File: config.mk
export PLATFORM = sky130hd
export DESIGN_NAME = npc_unit
export DESIGN_NICKNAME = d
export VERILOG_FILES = /design/src/rtl/npc_pkg.sv /design/src/rtl/npc_cond_eval.sv /design/src/rtl/npc_target_gen.sv /design/src/rtl/npc_select.sv /design/src/rtl/npc_unit.sv
export SDC_FILE = /design/constraint.sdc
export NUM_CORES = 1
export LEC_CHECK = 0
export ABC_AREA = 0
export BUFFER_PORTS_ARGS = -buffer_cell sky130_fd_sc_hd__buf_2
export CAP_MARGIN = 5
export CORE_ASPECT_RATIO = 0.9
export CORE_UTILIZATION = 50
export DETAILED_ROUTE_END_ITERATION = 16
export MAX_ROUTING_LAYER = met4
export PLACE_DENSITY = 0.94
export REMOVE_ABC_BUFFERS = 1
export SLEW_MARGIN = 20
export SYNTH_ARGS = -nofsm -noshare
export SYNTH_HDL_FRONTEND = slang
export SYNTH_SLANG_ARGS = --single-unit
File: constraint.sdc
create_clock -name vclk -period 8
set_input_delay 1.6 -clock vclk [all_inputs]
set_output_delay 1.6 -clock vclk [all_outputs]
set_load 0.01 [all_outputs]
File: src/rtl/npc_pkg.sv
package npc_pkg;

  typedef enum logic [3:0] {
    CT_SEQ      = 4'd0,
    CT_BEQ      = 4'd1,
    CT_BNE      = 4'd2,
    CT_BLTZ     = 4'd3,
    CT_BGTZ     = 4'd4,
    CT_BLEZ     = 4'd5,
    CT_BGEZ     = 4'd6,
    CT_JDIR     = 4'd7,
    CT_JREG     = 4'd8,
    CT_BLTZ_LNK = 4'd9,
    CT_BGEZ_LNK = 4'd10,
    CT_JDIR_LNK = 4'd11,
    CT_JREG_LNK = 4'd12,
    CT_RSV13    = 4'd13,
    CT_RSV14    = 4'd14,
    CT_RSV15    = 4'd15
  } ctl_e;

  typedef enum logic [1:0] {
    SRC_SEQ = 2'd0,
    SRC_BR  = 2'd1,
    SRC_DIR = 2'd2,
    SRC_REG = 2'd3
  } src_e;

  function automatic logic is_cond(input ctl_e c);
    return c inside {CT_BEQ, CT_BNE, CT_BLTZ, CT_BGTZ, CT_BLEZ, CT_BGEZ,
                     CT_BLTZ_LNK, CT_BGEZ_LNK};
  endfunction

  function automatic logic is_link(input ctl_e c);
    return c inside {CT_BLTZ_LNK, CT_BGEZ_LNK, CT_JDIR_LNK, CT_JREG_LNK};
  endfunction

  function automatic logic is_regjump(input ctl_e c);
    return c inside {CT_JREG, CT_JREG_LNK};
  endfunction

  function automatic logic is_dirjump(input ctl_e c);
    return c inside {CT_JDIR, CT_JDIR_LNK};
  endfunction

endpackage

File: src/rtl/npc_cond_eval.sv
module npc_cond_eval
  import npc_pkg::*;
#(
  parameter int XLEN = 32
) (
  input  ctl_e            op,
  input  logic [XLEN-1:0] lhs,
  input  logic [XLEN-1:0] rhs,
  output logic            holds
);
  logic same, neg, zero, pos;

  always_comb begin
    same = (lhs == rhs);
    neg  = lhs[XLEN-1];
    zero = (lhs == '0);
    pos  = !neg && !zero;
    unique case (op)
      CT_BEQ:                   holds = same;
      CT_BNE:                   holds = !same;
      CT_BLTZ, CT_BLTZ_LNK:     holds = neg;
      CT_BGTZ:                  holds = pos;
      CT_BLEZ:                  holds = neg | zero;
      CT_BGEZ, CT_BGEZ_LNK:     holds = !neg;
      default:                  holds = 1'b0;
    endcase
  end

  // a zero operand satisfies exactly the non-strict tests
  always_comb begin
    if (zero && (op == CT_BLTZ || op == CT_BGTZ))
      a_r3_zero_strict: assert (!holds);
    if (zero && (op == CT_BLEZ || op == CT_BGEZ))
      a_r4_zero_inclusive: assert (holds);
  end
endmodule

File: src/rtl/npc_target_gen.sv
module npc_target_gen #(
  parameter int ADDR_W = 32,
  parameter int IMM_W  = 16,
  parameter int TGT_W  = 26
) (
  input  logic [ADDR_W-1:0] pc,
  input  logic [IMM_W-1:0]  disp,
  input  logic [TGT_W-1:0]  jfield,
  input  logic [ADDR_W-1:0] reg_addr,
  output logic [ADDR_W-1:0] seq_addr,
  output logic [ADDR_W-1:0] br_addr,
  output logic [ADDR_W-1:0] dir_addr,
  output logic [ADDR_W-1:0] reg_tgt
);
  localparam int SEXT_W   = ADDR_W - IMM_W - 2;
  localparam int REGION_W = ADDR_W - TGT_W - 2;
  localparam logic [ADDR_W-1:0] STEP = ADDR_W'(4);

  logic [ADDR_W-1:0] offset;

  always_comb begin
    seq_addr = pc + STEP;
    offset   = {{SEXT_W{disp[IMM_W-1]}}, disp, 2'b00};
    br_addr  = seq_addr + offset;
    dir_addr = {seq_addr[ADDR_W-1 -: REGION_W], jfield, 2'b00};
    reg_tgt  = reg_addr;
  end

  // the branch target differs from the fall-through by the scaled offset
  always_comb begin
    a_r5_offset_dist: assert (br_addr - seq_addr == offset);
  end
endmodule

File: src/rtl/npc_select.sv
module npc_select
  import npc_pkg::*;
#(
  parameter int ADDR_W = 32
) (
  input  ctl_e              op,
  input  logic              cond_ok,
  input  logic [ADDR_W-1:0] seq_addr,
  input  logic [ADDR_W-1:0] br_addr,
  input  logic [ADDR_W-1:0] dir_addr,
  input  logic [ADDR_W-1:0] reg_tgt,
  output logic [ADDR_W-1:0] next_addr,
  output logic              taken,
  output logic              lnk_en,
  output logic [ADDR_W-1:0] lnk_addr,
  output logic              bad_align
);
  src_e src;

  always_comb begin
    if (is_regjump(op))             src = SRC_REG;
    else if (is_dirjump(op))        src = SRC_DIR;
    else if (is_cond(op) && cond_ok) src = SRC_BR;
    else                            src = SRC_SEQ;
  end

  always_comb begin
    unique case (src)
      SRC_BR:  next_addr = br_addr;
      SRC_DIR: next_addr = dir_addr;
      SRC_REG: next_addr = reg_tgt;
      default: next_addr = seq_addr;
    endcase
    taken     = (src != SRC_SEQ);
    lnk_en    = is_link(op);
    lnk_addr  = seq_addr;
    bad_align = (src == SRC_REG) && (reg_tgt[1:0] != 2'b00);
  end

  // flag only ever accompanies a register-sourced redirect
  always_comb begin
    if (bad_align)
      a_r8_flag_scope: assert (taken && is_regjump(op));
  end
endmodule

File: src/rtl/npc_unit.sv
module npc_unit
  import npc_pkg::*;
#(
  parameter int ADDR_W = 32,
  parameter int IMM_W  = 16,
  parameter int TGT_W  = 26
) (
  input  logic [ADDR_W-1:0] pc,
  input  logic [3:0]        ctl_code,
  input  logic [IMM_W-1:0]  disp16,
  input  logic [TGT_W-1:0]  jump_field,
  input  logic [ADDR_W-1:0] opnd_a,
  input  logic [ADDR_W-1:0] opnd_b,
  output logic [ADDR_W-1:0] next_pc,
  output logic              redirect,
  output logic              link_en,
  output logic [ADDR_W-1:0] link_addr,
  output logic              misaligned
);
  localparam int REGION_W = ADDR_W - TGT_W - 2;

  ctl_e              op;
  logic              cond_ok;
  logic [ADDR_W-1:0] seq_addr, br_addr, dir_addr, reg_tgt;

  assign op = ctl_e'(ctl_code);

  npc_cond_eval #(.XLEN(ADDR_W)) u_cond (
    .op    (op),
    .lhs   (opnd_a),
    .rhs   (opnd_b),
    .holds (cond_ok)
  );

  npc_target_gen #(.ADDR_W(ADDR_W), .IMM_W(IMM_W), .TGT_W(TGT_W)) u_tgt (
    .pc       (pc),
    .disp     (disp16),
    .jfield   (jump_field),
    .reg_addr (opnd_a),
    .seq_addr (seq_addr),
    .br_addr  (br_addr),
    .dir_addr (dir_addr),
    .reg_tgt  (reg_tgt)
  );

  npc_select #(.ADDR_W(ADDR_W)) u_sel (
    .op        (op),
    .cond_ok   (cond_ok),
    .seq_addr  (seq_addr),
    .br_addr   (br_addr),
    .dir_addr  (dir_addr),
    .reg_tgt   (reg_tgt),
    .next_addr (next_pc),
    .taken     (redirect),
    .lnk_en    (link_en),
    .lnk_addr  (link_addr),
    .bad_align (misaligned)
  );

  always_comb begin
    // no redirect means fall through to the next word
    if (!redirect)
      a_r1_fallthrough: assert (next_pc == pc + ADDR_W'(4));
    // a link always carries the following instruction's address
    if (link_en)
      a_r9_link_value: assert (link_addr == pc + ADDR_W'(4));
    // direct jumps stay in the region of the following instruction
    if (is_dirjump(op))
      a_r6_region_kept: assert (redirect &&
        next_pc[ADDR_W-1 -: REGION_W] == seq_addr[ADDR_W-1 -: REGION_W]);
    // register jumps go exactly where the operand points
    if (is_regjump(op))
      a_r7_reg_target: assert (redirect && next_pc == opnd_a);
  end
endmodule

-- Yosys cells after proc, flatten, opt, wreduce, memory -nomap -nowiden
Index checks and enable logic that the tools add are counted.
- $add $sub $neg: 2
- equality and inequality tests: 16
- mux-type cells: 5
- bitwise gates (word level): 1
- reductions and logical operators: 15
- operators by type and width (cell ; count):
    $pmux 32 s3 ; 1
    $add 32x3->32 const B ; 1
    $add 32x32->32 ; 1
    $eq 32x32->1 ; 1
    $logic_not 32->1 ; 1
    $eq 4x4->1 const B ; 5
    $eq 4x3->1 const B ; 4
    $eq 4x2->1 const B ; 2
    $reduce_bool 2->1 ; 4
    $reduce_bool 8->1 ; 1
    $pmux 1 s6 ; 1
    $eq 2x2->1 const B ; 2
    $eq 4x1->1 const B ; 1
    $mux 2 ; 2
    $reduce_bool 4->1 ; 1
    $reduce_or 2->1 ; 2
    $logic_and 1x1->1 ; 3
    $logic_not 1->1 ; 3
    $eq 2x1->1 const B ; 1
    $mux 1 ; 1
    $or 1x1->1 ; 1
- register bits: 0

-- Longest topological paths before layout
- depth after elaboration: 10
- depth in mapped cells: 15
- gate-level depth less buffers: 15

-- By module
Synthesis repeated with hierarchy kept, for this count alone.
- cell total of the unflattened synthesis: 600
- area, all modules: 4450.5 um^2
- modules (own cells, without submodules) (module ; times used ; cells an instance ; area each (um^2) ; sequential area each (um^2)):
    npc_target_gen ; 1 ; 404 ; 2835.2 ; 0.0
    npc_select ; 1 ; 129 ; 1096.1 ; 0.0
    npc_cond_eval ; 1 ; 67 ; 519.2 ; 0.0

-- Worst setup path after synthesis
Ideal clock, no wire load.
- kind: input to output
- from: input port pc[7]
- to: output port next_pc[31]
- arrival time: 4.513 ns
- data required time: 6.400 ns
- path slack: 1.887 ns
- stages on the path: 14
- cells stage by stage: and4_4 -> and3_2 -> nand4_1 -> xnor2_1 -> ha_1 -> buf_2 -> a211oi_1 -> nor2b_1 -> o31ai_1 -> a21oi_1 -> o41ai_4 -> o21ai_1 -> xnor2_1 -> a221o_1
- word-level cells in the longest chain between the ends: 3
- RTL lines (element ; line ; RTL):
    from (decl) ; npc_unit.sv:8 ; input logic [ADDR_W-1:0] pc,
    $add 32x3->32 ; npc_target_gen.sv:22 ; seq_addr = pc + STEP;
    net link_addr[14] ; npc_unit.sv:17 ; output logic [ADDR_W-1:0] link_addr,
    $add 32x32->32 ; npc_target_gen.sv:24 ; br_addr = seq_addr + offset;
    $pmux 32 s3 ; npc_select.sv:28 ; unique case (src)
    to (decl) ; npc_unit.sv:14 ; output logic [ADDR_W-1:0] next_pc,
The timed path passes the listed nets, and every way through them passes these cells.

-- Final worst setup path
- from: input port pc[2]
- to: output port next_pc[31]
- word-level cells in the longest chain between the ends: 3
- RTL lines (element ; line):
    $add 32x3->32 (*) ; npc_target_gen.sv:22
    $add 32x32->32 ; npc_target_gen.sv:24
    $pmux 32 s3 (*) ; npc_select.sv:28
Mark *: on every way between the ends. The rest lies on a longest branch, timed or not.

==> impl_metrics.json <==
{
  "outcome": "complete, no violations",
  "drv_cap": 0,
  "pin_count": 209,
  "cp.required_ps": 6400,
  "synth.area.top_cells": "xor2_1 (14%), ha_1 (12%), xnor2_1 (7.8%)",
  "fin_crit_ps": 6730,
  "leakagePower_nw": 2.23,
  "ant_nets": 0,
  "final_nets": 889,
  "wl_per_cell_um": 18.4,
  "placed_cell_area_mm2": 0.00466,
  "track_usage_pct": 38.4,
  "final_min_period_over_clock_period_pct": 84.2,
  "syn_area_mm2": 0.00359,
  "pre_cts_ws_ps": 1390,
  "start_util_pct": 53.1,
  "path_cells": "buf_2 > ha_1 > and2_1 > nand2_1 > nor3_1 > nand2_1 > xnor2_1 > ha_1 > a21o_1 > a21oi_1 > a21oi_1 > nor4_1 > a2bb2oi_1 > o21ai_1 > xnor2_1 > a221o_1 > buf_2",
  "die_height_um": 82.4,
  "fillerInstances": 628,
  "seqCellArea_um2": 0,
  "n_sequential_cell": 0,
  "die_w_um": 91.3,
  "max_clock_freq_mhz": 149,
  "hold_path.class": "primary input to output pin",
  "post-route-util_pct": 68.9,
  "grt_start_max_net_pins": 47,
  "die_area_mm2": 0.00752,
  "place.gp.congestion": 0.997,
  "tns_ps": 0,
  "seq_area_frac_synth_pct": 0,
  "grt_pass1_vias": 4629,
  "design_area_mm2": 0.00466,
  "hold_buffers": 0,
  "path_class": "primary input to output pin",
  "worstMarginPinSlew_ps": 984,
  "p_int_w": 0.000154,
  "layout-drive-gt1-share_pct": 33.0,
  "drt_iter0_drc": 385,
  "start_kind": "primary input",
  "ys_types": 64,
  "hold_viol": 0,
  "switching_share_pct": 58.2,
  "core_area_mm2": 0.00676,
  "diodes": 0,
  "cts_resized": 0,
  "cp_slowest_cell": "nor3_1",
  "fin_ws_ps": 1270,
  "peakVddDrop_uv": 60.5,
  "hpwlAfterDp_mm": 12.2,
  "routed_wl_mm": 14.7,
  "slew_violations": 0,
  "drc_errors": 0,
  "rsz0062_at_grt": "no",
  "io_buffers": 209,
  "hold_path_depth": 2,
  "dr.pass1.iters": 5,
  "area_delta_synth_final_pct": 29.8,
  "grt_pass1_wl_mm": 22.5,
  "synth_cells": 523,
  "grt_overflow_total": 0,
  "min_from": "pc[1]",
  "num_vias": 5007,
  "syn_area_per_cell_um2": 6.86,
  "routed_via_density": 6.26,
  "antenna_found_initial": 0,
  "yosys_warnings": 0,
  "endpoint_kind": "output pin",
  "p_seq_share_pct": 0,
  "clkbuf_count": 0,
  "combPwrFrac_pct": 100.0,
  "crit_fanout": 5,
  "hold_end": "link_addr[1]",
  "num_rows": 28,
  "hold_ws_ps": 3400,
  "cpPeakStageDelay_ps": 400,
  "cellPowerDensity_mw_per_mm2": 79.1,
  "switchingPower_w": 0.000214,
  "cp.arrival_ps": 5130,
  "setup_viol": 0,
  "synth_top_area_share_pct": 13.7,
  "slew_headroom_pct": 34.2,
  "synth_top_area_cell": "xor2_1",
  "cts_setup_buffers": 0,
  "power_frac_clock_pct": 0
}
-- cell families after synthesis --
| family | share of synthesized area [%] |
|---|---|
| buffers and inverters | 4.46 |
| xor gates and xnor gates | 22.3 |
| adders and majority gates | 12.4 |
| AOI/OAI and AO/OA | 30.6 |
| muxes | 2.79 |
| and+or+nand+nor | 27.5 |
-- per-stage QoR --
step	std cells	power, W
3_5_place_dp	800	0.000360
3_3_place_gp	800	0.000355
6_report	800	0.000368
5_1_grt	800	0.000401
4_1_cts	800	0.000363
2_1_floorplan	498	0.000218
-- how the worst max path moves through the flow --
| stage | start | end | depth (start not counted) |
|---|---|---|---|
| final | pc[2] | next_pc[31] | 17 |
| after global routing | pc[2] | next_pc[31] | 15 |
| after floorplan | pc[7] | next_pc[31] | 13 |
| after CTS | pc[2] | next_pc[31] | 17 |
| after global placement | pc[2] | next_pc[31] | 17 |
| after detailed placement | pc[2] | next_pc[31] | 17 |
-- per-layer routing --
layer  up-vias  wire, um  global-route usage [%]
li1       2331         -                       -
met1      2291      5910                    46.7
met2       325      6940                    66.7
met3        60      1350                    3.94
met4         0       521                    14.4
met5         -         0                       -
-- cells in the mapped netlist (2+ instances only) --
library cell and number:
o311a_1 2, and4_1 2, o31ai_1 2, buf_2 8, o211ai_1 6, and2_1 7, a211o_1 2, a211oi_1 2
nor2_1 59, and4_2 2, a22oi_1 23, mux2i_1 10, and3_1 12, buf_1 5, a221oi_1 2, o21ai_0 20
a221o_1 5, nand4_1 12, and3_2 4, nand2b_1 3, xnor2_1 32, a31oi_1 15, inv_1 12, a21o_1 10
nor3_1 7, ha_1 34, nor2b_1 7, nand2_1 35, nor4_1 17, a21oi_1 44, clkbuf_1 9, nand3_1 15
xor2_1 56, or3_1 2, buf_4 3, o21a_1 6, o21ai_1 4
-- cell usage in the layout (no fill, tap or decap), types with 15 or more instances in the layout --
master / n
a21oi_1: 44
a22oi_1: 23
a31oi_1: 15
buf_2: 209
ha_1: 34
nand2_1: 35
nand3_1: 15
nor2_1: 59
nor4_1: 17
o21ai_0: 20
xnor2_1: 32
xor2_1: 56
-- power groups by stage --
stage | Sequential (W) | Combinational, W | Clock [W]
final | 0 | 0.000368 | 0
after global placement | 0 | 0.000355 | 0
after floorplan | 0 | 0.000218 | 0
after CTS | 0 | 0.000363 | 0
after detailed placement | 0 | 0.000360 | 0
after global routing | 0 | 0.000401 | 0
-- area by class of cell --
class	count	area [um2]	area share, %
multi-input combinational	486	3430	73.7
inverter	12	45.0	0.967
tap	90	113	2.42
timing repair buffer	212	1070	23.0
-- worst max-delay path, delay by kind of cell --
family	cells	cell delay (ps)
buffers and inverters	2	290
and+or+nand+nor	5	1080
adders and majority gates	2	580
AOI/OAI and AO/OA	6	1140
xor gates and xnor gates	2	440
Note: power is estimated with default switching activity, not from simulation.
